### src/rtl/sfc_pkg.sv
package sfc_pkg;
    localparam int CS_NUM = 4;
    localparam int SEL_W  = 3;
    localparam int BA_W   = 3;

    typedef enum logic [1:0] {
        PICK_NONE = 2'd0,
        PICK_PRE  = 2'd1,
        PICK_REF  = 2'd2,
        PICK_MRS  = 2'd3
    } pick_e;

    // Packed ordering: cs_n, ras_n, cas_n, we_n
    typedef struct packed {
        logic [CS_NUM-1:0] cs_n;
        logic              ras_n;
        logic              cas_n;
        logic              we_n;
    } ctl_t;
endpackage

### src/rtl/sfc_cs_decode.sv
module sfc_cs_decode
    import sfc_pkg::*;
(
    input  logic [SEL_W-1:0]  cs_sel,
    output logic [CS_NUM-1:0] cs_on
);
    always_comb begin
        cs_on = '0;
        unique case (cs_sel)
            3'd0, 3'd1, 3'd2, 3'd3: cs_on[cs_sel[1:0]] = 1'b1;
            3'd4:                   cs_on = 4'b0011;
            3'd5:                   cs_on = 4'b1100;
            default:                cs_on = 4'b1000;
        endcase
    end
endmodule

### src/rtl/sfc_sched.sv
module sfc_sched
    import sfc_pkg::*;
#(
    parameter int ADDR_W = 14,
    parameter int GAP    = 2
) (
    input  logic              clk,
    input  logic              rst_n,
    input  logic              wr_en,
    input  logic              wr_pre,
    input  logic              wr_ref,
    input  logic              wr_mrs,
    input  logic              wr_pre_all,
    input  logic [SEL_W-1:0]  wr_cs_sel,
    input  logic [SEL_W-1:0]  wr_sel,
    input  logic [ADDR_W-1:0] wr_value,
    input  logic              grant,
    output pick_e             pick,
    output logic [SEL_W-1:0]  cur_cs_sel,
    output logic [SEL_W-1:0]  cur_sel,
    output logic [ADDR_W-1:0] cur_value,
    output logic              cur_pre_all,
    output logic              pend_pre,
    output logic              pend_ref,
    output logic              pend_mrs
);
    localparam int GAP_W = (GAP < 1) ? 1 : $clog2(GAP + 1);

    typedef struct packed {
        logic              pre;
        logic              rf;
        logic              mrs;
        logic              pre_all;
        logic [SEL_W-1:0]  cs_sel;
        logic [SEL_W-1:0]  sel;
        logic [ADDR_W-1:0] value;
        logic [GAP_W-1:0]  gap;
    } st_t;

    st_t   st_q, st_d;
    pick_e pick_d;

    always_comb begin
        st_d   = st_q;
        pick_d = PICK_NONE;
        if (st_q.gap != '0) begin
            st_d.gap = st_q.gap - 1'b1;
        end else if (grant) begin
            if (st_q.pre)      pick_d = PICK_PRE;
            else if (st_q.rf)  pick_d = PICK_REF;
            else if (st_q.mrs) pick_d = PICK_MRS;
        end
        if (pick_d != PICK_NONE) begin
            st_d.gap = GAP_W'(GAP);
        end
        unique case (pick_d)
            PICK_PRE: st_d.pre = 1'b0;
            PICK_REF: st_d.rf  = 1'b0;
            PICK_MRS: st_d.mrs = 1'b0;
            default:  ;
        endcase
        if (wr_en) begin
            st_d.cs_sel  = wr_cs_sel;
            st_d.sel     = wr_sel;
            st_d.value   = wr_value;
            st_d.pre_all = wr_pre_all;
            if (wr_pre) st_d.pre = 1'b1;
            if (wr_ref) st_d.rf  = 1'b1;
            if (wr_mrs) st_d.mrs = 1'b1;
        end
    end

    always_ff @(posedge clk or negedge rst_n) begin
        if (!rst_n) st_q <= '0;
        else        st_q <= st_d;
    end

    assign pick        = pick_d;
    assign cur_cs_sel  = st_q.cs_sel;
    assign cur_sel     = st_q.sel;
    assign cur_value   = st_q.value;
    assign cur_pre_all = st_q.pre_all;
    assign pend_pre    = st_q.pre;
    assign pend_ref    = st_q.rf;
    assign pend_mrs    = st_q.mrs;

    // nothing issues without the grant
    a_r5_needs_grant: assert property (@(posedge clk) disable iff (!rst_n)
        (pick != PICK_NONE) |-> grant);
    // fixed ordering among pending requests
    a_r6_ref_after_pre: assert property (@(posedge clk) disable iff (!rst_n)
        (pick == PICK_REF) |-> !pend_pre);
    a_r6_mrs_last: assert property (@(posedge clk) disable iff (!rst_n)
        (pick == PICK_MRS) |-> (!pend_pre && !pend_ref));
    // issued request clears unless rewritten
    a_r4_pre_clears: assert property (@(posedge clk) disable iff (!rst_n)
        (pick == PICK_PRE && !(wr_en && wr_pre)) |=> !pend_pre);
    a_r4_ref_clears: assert property (@(posedge clk) disable iff (!rst_n)
        (pick == PICK_REF && !(wr_en && wr_ref)) |=> !pend_ref);

    generate
        if (GAP > 0) begin : g_gap_chk
            // no back-to-back forced commands
            a_r7_gap_after_issue: assert property (@(posedge clk) disable iff (!rst_n)
                (pick != PICK_NONE) |=> (pick == PICK_NONE));
        end
    endgenerate
endmodule

### src/rtl/sfc_cmd_out.sv
module sfc_cmd_out
    import sfc_pkg::*;
#(
    parameter int ADDR_W = 14
) (
    input  logic              clk,
    input  logic              rst_n,
    input  pick_e             pick,
    input  logic [CS_NUM-1:0] cs_on,
    input  logic [SEL_W-1:0]  sel,
    input  logic [ADDR_W-1:0] value,
    input  logic              pre_all,
    output ctl_t              ctl,
    output logic [BA_W-1:0]   ba,
    output logic [ADDR_W-1:0] addr
);
    localparam int A10 = 10;

    typedef struct packed {
        ctl_t              ctl;
        logic [BA_W-1:0]   ba;
        logic [ADDR_W-1:0] addr;
    } bus_t;

    localparam bus_t BUS_NOP = '{ctl: '{cs_n: '1, ras_n: 1'b1, cas_n: 1'b1, we_n: 1'b1},
                                 ba: '0, addr: '0};

    bus_t bus_q, bus_d;

    always_comb begin
        bus_d = BUS_NOP;
        if (pick != PICK_NONE) begin
            bus_d.ctl.cs_n = ~cs_on;
        end
        unique case (pick)
            PICK_MRS: begin
                bus_d.ctl.ras_n = 1'b0;
                bus_d.ctl.cas_n = 1'b0;
                bus_d.ctl.we_n  = 1'b0;
                bus_d.ba        = BA_W'(sel);
                bus_d.addr      = value;
            end
            PICK_PRE: begin
                bus_d.ctl.ras_n = 1'b0;
                bus_d.ctl.we_n  = 1'b0;
                if (pre_all) bus_d.addr[A10] = 1'b1;
                else         bus_d.ba        = BA_W'(sel);
            end
            PICK_REF: begin
                bus_d.ctl.ras_n = 1'b0;
                bus_d.ctl.cas_n = 1'b0;
            end
            default: ;
        endcase
    end

    always_ff @(posedge clk or negedge rst_n) begin
        if (!rst_n) bus_q <= BUS_NOP;
        else        bus_q <= bus_d;
    end

    assign ctl  = bus_q.ctl;
    assign ba   = bus_q.ba;
    assign addr = bus_q.addr;

    // precharge-all keeps the bank pins at zero
    a_r8_pre_all_ba: assert property (@(posedge clk) disable iff (!rst_n)
        (pick == PICK_PRE && pre_all) |=> (ba == '0 && addr[A10]));
    // refresh carries no address
    a_r9_ref_quiet: assert property (@(posedge clk) disable iff (!rst_n)
        (pick == PICK_REF) |=> (ba == '0 && addr == '0));
endmodule

### src/rtl/sdram_force_cmd.sv
module sdram_force_cmd
    import sfc_pkg::*;
#(
    parameter int ADDR_W = 14,
    parameter int GAP    = 2
) (
    input  logic              clk,
    input  logic              rst_n,
    input  logic              wr_en,
    input  logic              wr_pre,
    input  logic              wr_ref,
    input  logic              wr_mrs,
    input  logic              wr_pre_all,
    input  logic [2:0]        wr_cs_sel,
    input  logic [2:0]        wr_sel,
    input  logic [ADDR_W-1:0] wr_value,
    input  logic              grant,
    output logic [3:0]        cmd_cs_n,
    output logic              cmd_ras_n,
    output logic              cmd_cas_n,
    output logic              cmd_we_n,
    output logic [2:0]        cmd_ba,
    output logic [ADDR_W-1:0] cmd_addr,
    output logic              stat_pre,
    output logic              stat_ref,
    output logic              stat_mrs
);
    pick_e             pick;
    logic [SEL_W-1:0]  cur_cs_sel, cur_sel;
    logic [ADDR_W-1:0] cur_value;
    logic              cur_pre_all;
    logic [CS_NUM-1:0] cs_on;
    ctl_t              ctl;

    sfc_sched #(.ADDR_W(ADDR_W), .GAP(GAP)) u_sched (
        .clk        (clk),
        .rst_n      (rst_n),
        .wr_en      (wr_en),
        .wr_pre     (wr_pre),
        .wr_ref     (wr_ref),
        .wr_mrs     (wr_mrs),
        .wr_pre_all (wr_pre_all),
        .wr_cs_sel  (wr_cs_sel),
        .wr_sel     (wr_sel),
        .wr_value   (wr_value),
        .grant      (grant),
        .pick       (pick),
        .cur_cs_sel (cur_cs_sel),
        .cur_sel    (cur_sel),
        .cur_value  (cur_value),
        .cur_pre_all(cur_pre_all),
        .pend_pre   (stat_pre),
        .pend_ref   (stat_ref),
        .pend_mrs   (stat_mrs)
    );

    sfc_cs_decode u_csdec (
        .cs_sel (cur_cs_sel),
        .cs_on  (cs_on)
    );

    sfc_cmd_out #(.ADDR_W(ADDR_W)) u_out (
        .clk     (clk),
        .rst_n   (rst_n),
        .pick    (pick),
        .cs_on   (cs_on),
        .sel     (cur_sel),
        .value   (cur_value),
        .pre_all (cur_pre_all),
        .ctl     (ctl),
        .ba      (cmd_ba),
        .addr    (cmd_addr)
    );

    assign cmd_cs_n  = ctl.cs_n;
    assign cmd_ras_n = ctl.ras_n;
    assign cmd_cas_n = ctl.cas_n;
    assign cmd_we_n  = ctl.we_n;

    // at most a pair of chips is ever selected
    a_r2_cs_count: assert property (@(posedge clk) disable iff (!rst_n)
        $countones(~cmd_cs_n) <= 2);
    // a deselected bus carries a NOP
    a_r1_idle_nop: assert property (@(posedge clk) disable iff (!rst_n)
        (&cmd_cs_n) |-> (cmd_ras_n && cmd_cas_n && cmd_we_n));
endmodule

### config.mk
export PLATFORM = sky130hd
export DESIGN_NAME = sdram_force_cmd
export DESIGN_NICKNAME = d
export VERILOG_FILES = /design/src/rtl/sfc_pkg.sv /design/src/rtl/sfc_cs_decode.sv /design/src/rtl/sfc_sched.sv /design/src/rtl/sfc_cmd_out.sv /design/src/rtl/sdram_force_cmd.sv
export SDC_FILE = /design/constraint.sdc
export NUM_CORES = 1
export LEC_CHECK = 0
export BUFFER_PORTS_ARGS = -buffer_cell sky130_fd_sc_hd__buf_2
export CAP_MARGIN = 40
export CORE_MARGIN = 5
export CORE_UTILIZATION = 35
export CTS_BUF_LIST = sky130_fd_sc_hd__clkbuf_16
export DETAILED_ROUTE_END_ITERATION = 8
export PLACE_DENSITY = 0.63
export SYNTH_ARGS = -nofsm -noshare
export SYNTH_HDL_FRONTEND = slang
export SYNTH_HIERARCHICAL = 1
export SYNTH_SLANG_ARGS = --single-unit
### constraint.sdc
create_clock -name clk -period 4.05 [get_ports clk]
set_input_delay 0.81 -clock clk [delete_from_list [all_inputs] [get_ports clk]]
set_output_delay 0.81 -clock clk [all_outputs]
set_load 0.05 [all_outputs]
======== Yosys cells after proc, flatten, opt, wreduce, memory -nomap -nowiden ========
Cells that the tools add are included.
word-level totals
  bits in registers ....................... 50
  input bits .............................. 28
  output and inout port bits .............. 27
  word-level logic and storage cells ...... 60
cells by class
  add/subtract/negate cells ............... 1
  magnitude comparators ................... 2
  equal/unequal tests ..................... 8
  muxes and demuxes ....................... 26
  bitwise operators ....................... 1
  reduce and logical (&&, ||, !) cells .... 8
operators by type and width
  cell                   count
  $mux W24               1
  $mux W2                7
  $pmux W4 S3            1
  $mux W1                10
  $mux W10               1
  $pmux W4 S2            1
  $eq A3 B2 Y1 const B   2
  $eq A3 B3 Y1 const B   2
  $mux W3                2
  $reduce_bool A2 Y1     3
  $eq A2 B2 Y1 const B   2
  $mux W4                1
  $not A4 Y4             1
  $reduce_or A4 Y1       1
  $eq A3 B1 Y1 const B   1
  $logic_not A3 Y1       1
  $lt A2 B3 Y1 const B   1
  $reduce_or A3 Y1       1
  $demux W1 S2           1
  $eq A2 B1 Y1 const B   1
  $ge A2 B1 Y1 const B   1
  $pmux W1 S2            1
  $reduce_or A2 Y1       1
  $sub A2 B1 Y2 const B  1
  $logic_and A1 B1 Y1    1

======== Longest topological paths before layout ========
Gate-level depths: netlist (run 1).
  word-level depth ........................ 9
  depth in mapped cells ................... 7
  gate-level depth less buffers ........... 6

======== Cells and area by module ========
Netlist (run 1), hierarchy kept.
modules (own cells, without submodules)
  module         instances  cells each  area each (sq um)  sequential area each (sq um)
  sfc_sched      1          91          1183.6             650.6
  sfc_cmd_out    1          54          792.0              609.3
  sfc_cs_decode  1          8           42.5               0.0

======== Least setup slack after synthesis (run 1) ========
No wires, ideal clock.
  path type ............................... input to register
  start point ............................. input grant
  end point ............................... register u_out.bus_q, in the netlist u_out/addr[10]
  setup time .............................. 0.073 ns
  data arrival time ....................... 1.524 ns
  data required time ...................... 3.977 ns
  slack ................................... 2.453 ns
  stages .................................. 5
  path buffers ............................ 1
  cells stage by stage .................... nand2_1 > nor3_1 > buf_4 > nand2_1 > a21oi_2
RTL lines
  item                  RTL line               text
  from (decl)           sdram_force_cmd.sv:17  input logic grant,
  to (signal assigned)  sfc_cmd_out.sv:59      else bus_q <= bus_d;
  to (decl)             sfc_cmd_out.sv:28      bus_t bus_q, bus_d;

==> insert_results.sql, run 1 <==
INSERT INTO impl_metrics (metric_group, metric, value, unit) VALUES
('floorplanning', 'design.die.area', '0.00738', 'mm²'),
('clock_tree', 'post_cts_hold_buffer_count', '0', ''),
('sta', 'final_hold_viol_count', '0', ''),
('synthesis', 'yosys_cell_types', '24', ''),
('grt', 'antenna_violations_before_repair', '0', ''),
('synthesis', 'post_synth_main_area_contributors', 'sky130_fd_sc_hd__dfrtp_1 53%, sky130_fd_sc_hd__mux2_2 12%, sky130_fd_sc_hd__dfstp_2 9.1%', ''),
('cells_and_area', 'n_antenna_cell', '0', ''),
('synthesis', 'yosysWarnings', '6', ''),
('sta', 'max_freq', '517', 'MHz'),
('synthesis', 'synth-main-ff-cell', 'sky130_fd_sc_hd__dfrtp_1', ''),
('synthesis', 'synth_top_area_frac', '0.533', ''),
('sta', 'setup_viol', '0', ''),
('sta', 'grt_setup_unrepaired', 'false', ''),
('grt', 'groute.usage.overall', '0.103', ''),
('job', 'maxCapViolCount', '0', ''),
('floorplanning', 'design.core.area', '0.00554', 'mm²'),
('floorplanning', 'die_y', '85.9', 'µm'),
('power', 'p_int', '0.000882', 'W'),
('place', 'placedCellCount', '255', ''),
('grt', 'maximum_number_of_pins_on_one_net_before_global_route_repair', '35', ''),
('route', 'first_iter_violations', '36', ''),
('sta', 'max-slew-margin-rel', '0.601', ''),
('floorplanning', 'die_width', '85.9', 'µm'),
('sta', 'min_tclk_post_route', '1.93', 'ns'),
('clock_tree', 'post_cts_buffers', '0', ''),
('clock_tree', 'cts_inserted_buffers', '5', ''),
('power', 'static-leakage-power', '1.19', 'nW'),
('route', 'drt-total-wl', '3450', 'µm'),
('cells_and_area', 'area.sequential', '0.00126', 'mm²'),
('sta', 'maxSlewViolCount', '0', ''),
('floorplanning', 'boundaryPins', '55', ''),
('worst_setup_path', 'timing.critical_path.fanout_max', '12', ''),
('cells_and_area', 'area_delta_synth_final', '16.7', '%'),
('worst_setup_path', 'criticalPathCategory', 'register to register', ''),
('worst_setup_path', 'endpoint_kind', 'register', ''),
('synthesis', 'synth_common_cells', '43 x sky130_fd_sc_hd__dfrtp_1, 22 x sky130_fd_sc_hd__buf_4, 21 x sky130_fd_sc_hd__mux2_2', ''),
('synthesis', 'post_synthesis_net_count', '182', ''),
('clock_tree', 'ctsLongestPathBuffers', '2', ''),
('route', 'detailedRoute.firstPassIterationCount', '4', ''),
('worst_setup_path', 'critPathArrivalTime', '2.14', 'ns'),
('hold_path', 'hold_path_class', 'primary input to async pin', ''),
('run_status', 'run_status', 'complete, no violations', ''),
('place', 'io_buffers', '54', ''),
('clock_tree', 'clock_sinks', '50', ''),
('clock_tree', 'number_of_levels_the_h_tree_was_split_into', '2', ''),
('route', 'number_of_vias_per_cell', '4.42', ''),
('cells_and_area', 'final_design_area_no_fill', '0.00236', 'mm²'),
('clock_tree', 'root_buffer', 'sky130_fd_sc_hd__clkbuf_16', ''),
('floorplanning', 'num_rows', '27', ''),
('power', 'power.switching_fraction', '0.307', ''),
('clock_tree', 'clkLatencyLatePin', '0.28', 'ns'),
('power', 'combinationalPowerShare', '0.226', ''),
('place', 'place_hpwl', '2520', 'µm'),
('synthesis', 'synth_cells', '153', ''),
('worst_setup_path', 'timing.critical_path.required', '4.26', 'ns'),
('place', 'place_congestion', '0.714', ''),
('power', 'peak_vdd_ir', '0.248', 'mV'),
('cells_and_area', 'drive_gt1_frac', '0.511', ''),
('power', 'cellPowerDensity', '541', 'mW/mm²'),
('synthesis', 'postSynth.asyncResetShare', '1.00', ''),
('route', 'detail-route-antenna-nets', '0', ''),
('cells_and_area', 'nNetsFinal', '219', ''),
('cells_and_area', 'nFillCells', '546', ''),
('route', 'routed_wire_length_per_instance', '13.2', 'µm'),
('place', 'placedInstanceArea', '0.00222', 'mm²'),
('synthesis', 'synth_area', '0.00202', 'mm²'),
('route', 'route.detailed.drc', '0', ''),
('cells_and_area', 'multi_input_comb_area', '542', 'µm²'),
('sta', 'finalSetupTns', '0', 'ns'),
('synthesis', 'synth-seq-area-share', '0.624', ''),
('synthesis', 'yosys.area.top_type', 'sky130_fd_sc_hd__dfrtp_1', '');
-- path summary, 6_finish.rpt --
kind / endpoint / cells after the start / startpoint / slack (ns)
worst max register to register: u_out/ba[2] / 7 / u_sched/st_q[0] / 2.12
max in group asynchronous: u_out/ctl[2] / 2 / rst_n / 3.02
worst max-delay path: u_out/ba[2] / 7 / u_sched/st_q[0] / 2.12
worst min register to register: u_sched/cur_value[8] / 1 / u_sched/cur_value[8] / 0.50
worst min-delay path: u_sched/cur_value[2] / 1 / rst_n / 0.46
min in group clk: u_sched/cur_value[8] / 1 / u_sched/cur_value[8] / 0.50
-- power groups by stage --
stage	Combinational, W	Sequential (W)	Clock, W
2_1_floorplan	0.000144	0.000707	0
3_3_place_gp	0.000282	0.000611	0
3_5_place_dp	0.000293	0.000613	0
4_1_cts	0.000293	0.000604	0.000395
5_1_grt	0.000317	0.000611	0.000419
6_report	0.000288	0.000603	0.000383
-- sequential cells by signal (all words and copies together) (netlist names) --
| register | count |
|---|---|
| u_sched/pend_mrs | 1 |
| u_sched/cur_cs_sel | 3 |
| u_out/ctl | 7 |
| u_sched/pend_pre | 1 |
| u_out/ba | 3 |
| u_sched/cur_pre_all | 1 |
| u_sched/st_q | 2 |
| u_out/addr | 14 |
| u_sched/pend_ref | 1 |
| u_sched/cur_sel | 3 |
| u_sched/cur_value | 14 |
-- kinds of logic (layout without fill, tap and decap cells) --
logic type / after synthesis / count (layout) / synth area share
adders and majority gates: 1 / 1 / 0.00620
xor gates and xnor gates: 1 / 1 / 0.00434
DFF: 50 / 50 / 0.624
buffers and inverters: 32 / 69 / 0.110
and+or+nand+nor: 33 / 33 / 0.0893
muxes: 22 / 22 / 0.122
AOI/OAI and AO/OA: 14 / 14 / 0.0440
-- layout make-up --
type | count | share of cell area
well taps | 72 | 0.0382
inverters | 5 | 0.00797
multi-input cells | 71 | 0.230
flip-flops and latches | 50 | 0.535
repair buffers | 57 | 0.131
clock inverters | 2 | 0.00478
clock buffers | 5 | 0.0531
-- metal layers --
| metal | up-vias | global-route usage | wire length (µm) |
|---|---|---|---|
| met1 | 554 | 0.133 | 1520 |
| met3 | 2 | 0.0403 | 282 |
| li1 | 565 | - | - |
| met2 | 38 | 0.163 | 1640 |
| met4 | 0 | 0.0259 | 10 |
| met5 | - | 0 | 0 |
-- metrics by stage --
step / utilization / power (W) / worst slack [ns] / hold WS, ns
after floorplan: - / 0.000850 / 2.45 / 0.482
after global placement: 0.395 / 0.000893 / 1.60 / 0.482
after detailed placement: 0.401 / 0.000906 / 1.87 / 0.489
after CTS: 0.425 / 0.00129 / 2.10 / 0.462
after global routing: 0.425 / 0.00135 / 1.94 / 0.478
final: 0.425 / 0.00127 / 2.12 / 0.455
-- placed cells by master (no fill, tap or decap) --
cell	Yosys	final
sky130_fd_sc_hd__nand2_1	9	9
sky130_fd_sc_hd__mux2i_1	1	1
sky130_fd_sc_hd__dfstp_2	7	7
sky130_fd_sc_hd__clkbuf_16	0	5
sky130_fd_sc_hd__a21oi_2	1	1
sky130_fd_sc_hd__buf_4	22	1
sky130_fd_sc_hd__inv_2	1	1
sky130_fd_sc_hd__o31ai_1	1	1
sky130_fd_sc_hd__o21ai_0	7	7
sky130_fd_sc_hd__buf_2	2	54
sky130_fd_sc_hd__nor3_2	0	1
sky130_fd_sc_hd__inv_1	4	5
sky130_fd_sc_hd__or3b_1	1	1
sky130_fd_sc_hd__nand2b_4	1	1
sky130_fd_sc_hd__a21oi_1	3	3
sky130_fd_sc_hd__xnor2_1	1	1
sky130_fd_sc_hd__and3_1	16	16
sky130_fd_sc_hd__clkinvlp_4	0	1
sky130_fd_sc_hd__nor2_1	5	5
sky130_fd_sc_hd__buf_6	2	1
sky130_fd_sc_hd__a22o_2	1	1
sky130_fd_sc_hd__buf_12	0	1
sky130_fd_sc_hd__mux2_2	21	21
sky130_fd_sc_hd__ha_1	1	1
sky130_fd_sc_hd__dfrtp_1	43	43
sky130_fd_sc_hd__o31ai_2	1	1
-- worst max-delay path, cell delays in order (launching register included) --
cell	delay [ns]
sky130_fd_sc_hd__dfrtp_1	0.36
sky130_fd_sc_hd__inv_1	0.08
sky130_fd_sc_hd__ha_1	0.21
sky130_fd_sc_hd__nand2_1	0.14
sky130_fd_sc_hd__nor3_2	0.53
sky130_fd_sc_hd__buf_6	0.23
sky130_fd_sc_hd__nand2b_4	0.15
sky130_fd_sc_hd__and3_1	0.17
(Power assumes the default switching activity.)
==> inputs of run 2 (changes only) <==
PLACE_DENSITY = 0.65   (was 0.63)
clock period = 1.6 ns   (was 4.05 ns; I/O delays follow)
==> run 2 against run 1 <==
Total power increased to 2.8 times the previous value. Clock power increased to 3.4 times the previous value. Largest cell class unchanged. First-iteration DRC count increased by 17%. Flip-flop and latch count unchanged. Combinational power increased to 2.6 times the previous value. Cell area increased by 4.4%. Via count increased by 2.6%. Global-route usage decreased by 0.21 points. Register-to-register slack got worse by 2.0 ns.
==> insert_results.sql, run 2 (synthesis results as in run 1) <==
INSERT INTO impl_metrics (metric_group, metric, value, unit) VALUES
('run_status', 'run_status', 'complete, no violations', ''),
('worst_setup_path', 'cp-endpoint', 'u_out/addr[10]', ''),
('place', 'place_congestion', '0.746', ''),
('place', 'placedInstanceArea', '0.00225', 'mm²'),
('cells_and_area', 'n_antenna_cell', '0', ''),
('job', 'maxCapViolCount', '0', ''),
('clock_tree', 'tritoncts', 'done', ''),
('route', 'number_of_vias_per_cell', '4.45', ''),
('clock_tree', 'root_buffer', 'sky130_fd_sc_hd__clkbuf_16', ''),
('worst_setup_path', 'crit_chain', 'inv_1 > ha_1 > nand2_2 > nor3_4 > buf_4 > nand2_1 > a21oi_2', ''),
('worst_setup_path', 'timing.critical_path.fanout_max', '10', ''),
('cells_and_area', 'nNetsFinal', '223', ''),
('worst_setup_path', 'rrSetupSlack', '0.16', 'ns'),
('worst_setup_path', 'rr_endpoint', 'u_out/addr[10]', ''),
('grt', 'first_global_vias', '1268', ''),
('sta', 'final_min_period_over_clock_period', '0.897', ''),
('clock_tree', 'ctsLongestPathBuffers', '2', ''),
('floorplanning', 'design.die.area', '0.00738', 'mm²'),
('worst_setup_path', 'criticalPathCategory', 'register to register', ''),
('cells_and_area', 'utilization', '0.444', ''),
('place', 'io_buffers', '54', ''),
('worst_setup_path', 'worstRegToRegCells', '7', ''),
('route', 'first_iter_violations', '42', ''),
('grt', 'grt_first_pass_wirelength', '5870', 'µm'),
('route', 'vias', '1189', ''),
('sta', 'finalSetupTns', '0', 'ns'),
('floorplanning', 'die_width', '85.9', 'µm'),
('floorplanning', 'design.core.area', '0.00554', 'mm²'),
('worst_setup_path', 'worst_setup_path_startpoint', 'u_sched/st_q[0]', ''),
('cells_and_area', 'most-common-layout-cells', '54 x sky130_fd_sc_hd__buf_2, 43 x sky130_fd_sc_hd__dfrtp_1, 21 x sky130_fd_sc_hd__mux2_2', ''),
('sta', 'maxSlewViolCount', '0', ''),
('worst_setup_path', 'endpoint_kind', 'register', ''),
('route', 'drt-total-wl', '3560', 'µm'),
('clock_tree', 'cts.reportedPaths.clkPinSlew', '0.06', 'ns'),
('worst_setup_path', 'cp_num_cells', '7', ''),
('sta', 'final_hold_viol_count', '0', ''),
('hold_path', 'hold_path_class', 'primary input to register', ''),
('clock_tree', 'cts_inserted_buffers', '5', ''),
('clock_tree', 'clkLatencyLatePin', '0.28', 'ns'),
('worst_setup_path', 'timing.critical_path.required', '1.81', 'ns'),
('cells_and_area', 'final_design_area_no_fill', '0.00246', 'mm²'),
('route', 'detailedRoute.firstPassIterationCount', '4', ''),
('worst_setup_path', 'critical_path.top_delay_family', 'simple AND/OR/NAND/NOR gates', ''),
('worst_setup_path', 'slowest_stage', 'sky130_fd_sc_hd__dfrtp_1', ''),
('power', 'static-leakage-power', '1.25', 'nW'),
('worst_setup_path', 'critical_path.n_buffers_inverters', '2', ''),
('worst_setup_path', 'critPathMaxStageDelay', '0.36', 'ns'),
('worst_setup_path', 'r2r_start', 'u_sched/st_q[0]', ''),
('sta', 'grt_setup_unrepaired', 'false', ''),
('sta', 'clock-skew-final', '0.00439', 'ns'),
('sta', 'max-slew-margin-rel', '0.714', ''),
('cells_and_area', 'drive_gt1_frac', '0.523', ''),
('grt', 'maximum_number_of_pins_on_one_net_before_global_route_repair', '34', ''),
('power', 'cellPowerDensity', '1470', 'mW/mm²'),
('sta', 'min_tclk_post_route', '1.44', 'ns'),
('worst_setup_path', 'start_kind', 'register', ''),
('worst_setup_path', 'critPathArrivalTime', '1.65', 'ns'),
('floorplanning', 'initial_utilization', '0.364', ''),
('sta', 'setup_viol', '0', ''),
('cells_and_area', 'nFillCells', '545', ''),
('sta', 'worstMarginPinSlew', '0.429', 'ns'),
('grt', 'groute.usage.overall', '0.101', ''),
('clock_tree', 'clock_sinks', '50', ''),
('cells_and_area', 'layout.cells.most_common', 'sky130_fd_sc_hd__buf_2', ''),
('grt', 'antenna_violations_before_repair', '0', ''),
('route', 'detail-route-antenna-nets', '0', ''),
('clock_tree', 'number_of_levels_the_h_tree_was_split_into', '2', ''),
('grt', 'grt-ovfl-total', '0', ''),
('route', 'routed_wire_length_per_instance', '13.3', 'µm'),
('place', 'place_hpwl', '2630', 'µm'),
('sta', 'max_freq', '696', 'MHz'),
('route', 'route.detailed.drc', '0', ''),
('cells_and_area', 'area_delta_synth_final', '21.8', '%'),
('floorplanning', 'num_rows', '27', ''),
('power', 'peak_vdd_ir', '0.701', 'mV'),
('floorplanning', 'boundaryPins', '55', ''),
('floorplanning', 'die_y', '85.9', 'µm');
-- run 2: metrics by stage --
stage               hold WS, ns  total power (W)  instances  setup slack, ns
finish                    0.241          0.00361        267            0.164
global placement          0.278          0.00229        258            0.169
global route              0.266          0.00378        267           0.0279
detailed placement        0.285          0.00231        258            0.104
floorplan                0.0244          0.00215        153            0.159
CTS                       0.240          0.00363        267           0.0855
-- run 2: timing repair --
action / 4_1_cts / 5_1_grt
setup endpoints to repair: 0 / 18
hold buffers: 1 / 0
setup buffers: 0 / 0
resized for setup: 0 / 2
hold endpoints to repair: 17 / 0
-- run 2: area by class of cell --
class	instances	area, µm²	area share
multi-input cells	71	551	0.224
repair buffers	61	350	0.142
flip-flops and latches	50	1260	0.512
clock inverters	3	63.8	0.0260
well taps	72	90.1	0.0366
inverters	5	18.8	0.00763
clock buffers	5	125	0.0509
-- run 2: routing by layer --
metal	global-route usage	vias up	wire (µm)	part of all wire
met3	0.0269	4	227	0.064
met5	0	-	0	0
met1	0.119	585	1490	0.42
met2	0.173	30	1790	0.50
met4	0.0432	0	53	0.015
li1	-	570	-	-
-- run 2: power breakdown --
group          leakage [nW]  internal (W)  total [W]  switching (W)
clock network        0.0915      0.000890    0.00132       0.000428
registers             0.608       0.00144    0.00153      0.0000926
logic                 0.546      0.000252   0.000758       0.000506
-- run 2: worst register-to-register path, stage by stage (launching register included) --
cell and delay (ns):
sky130_fd_sc_hd__dfrtp_1 0.36, sky130_fd_sc_hd__inv_1 0.09, sky130_fd_sc_hd__ha_1 0.23, sky130_fd_sc_hd__nand2_2 0.12
sky130_fd_sc_hd__nor3_4 0.21, sky130_fd_sc_hd__buf_4 0.18, sky130_fd_sc_hd__nand2_1 0.07, sky130_fd_sc_hd__a21oi_2 0.12
-- run 2: worst min path at each step --
| stage | startpoint | to | cells after the start |
|---|---|---|---|
| after floorplan | rst_n | u_out/addr[0] | 0 |
| after global placement | rst_n | u_sched/cur_value[13] | 1 |
| after detailed placement | rst_n | u_sched/cur_value[13] | 1 |
| after CTS | wr_mrs | u_sched/pend_mrs | 3 |
| after global routing | wr_value[5] | u_sched/cur_value[5] | 2 |
| final | wr_mrs | u_sched/pend_mrs | 3 |
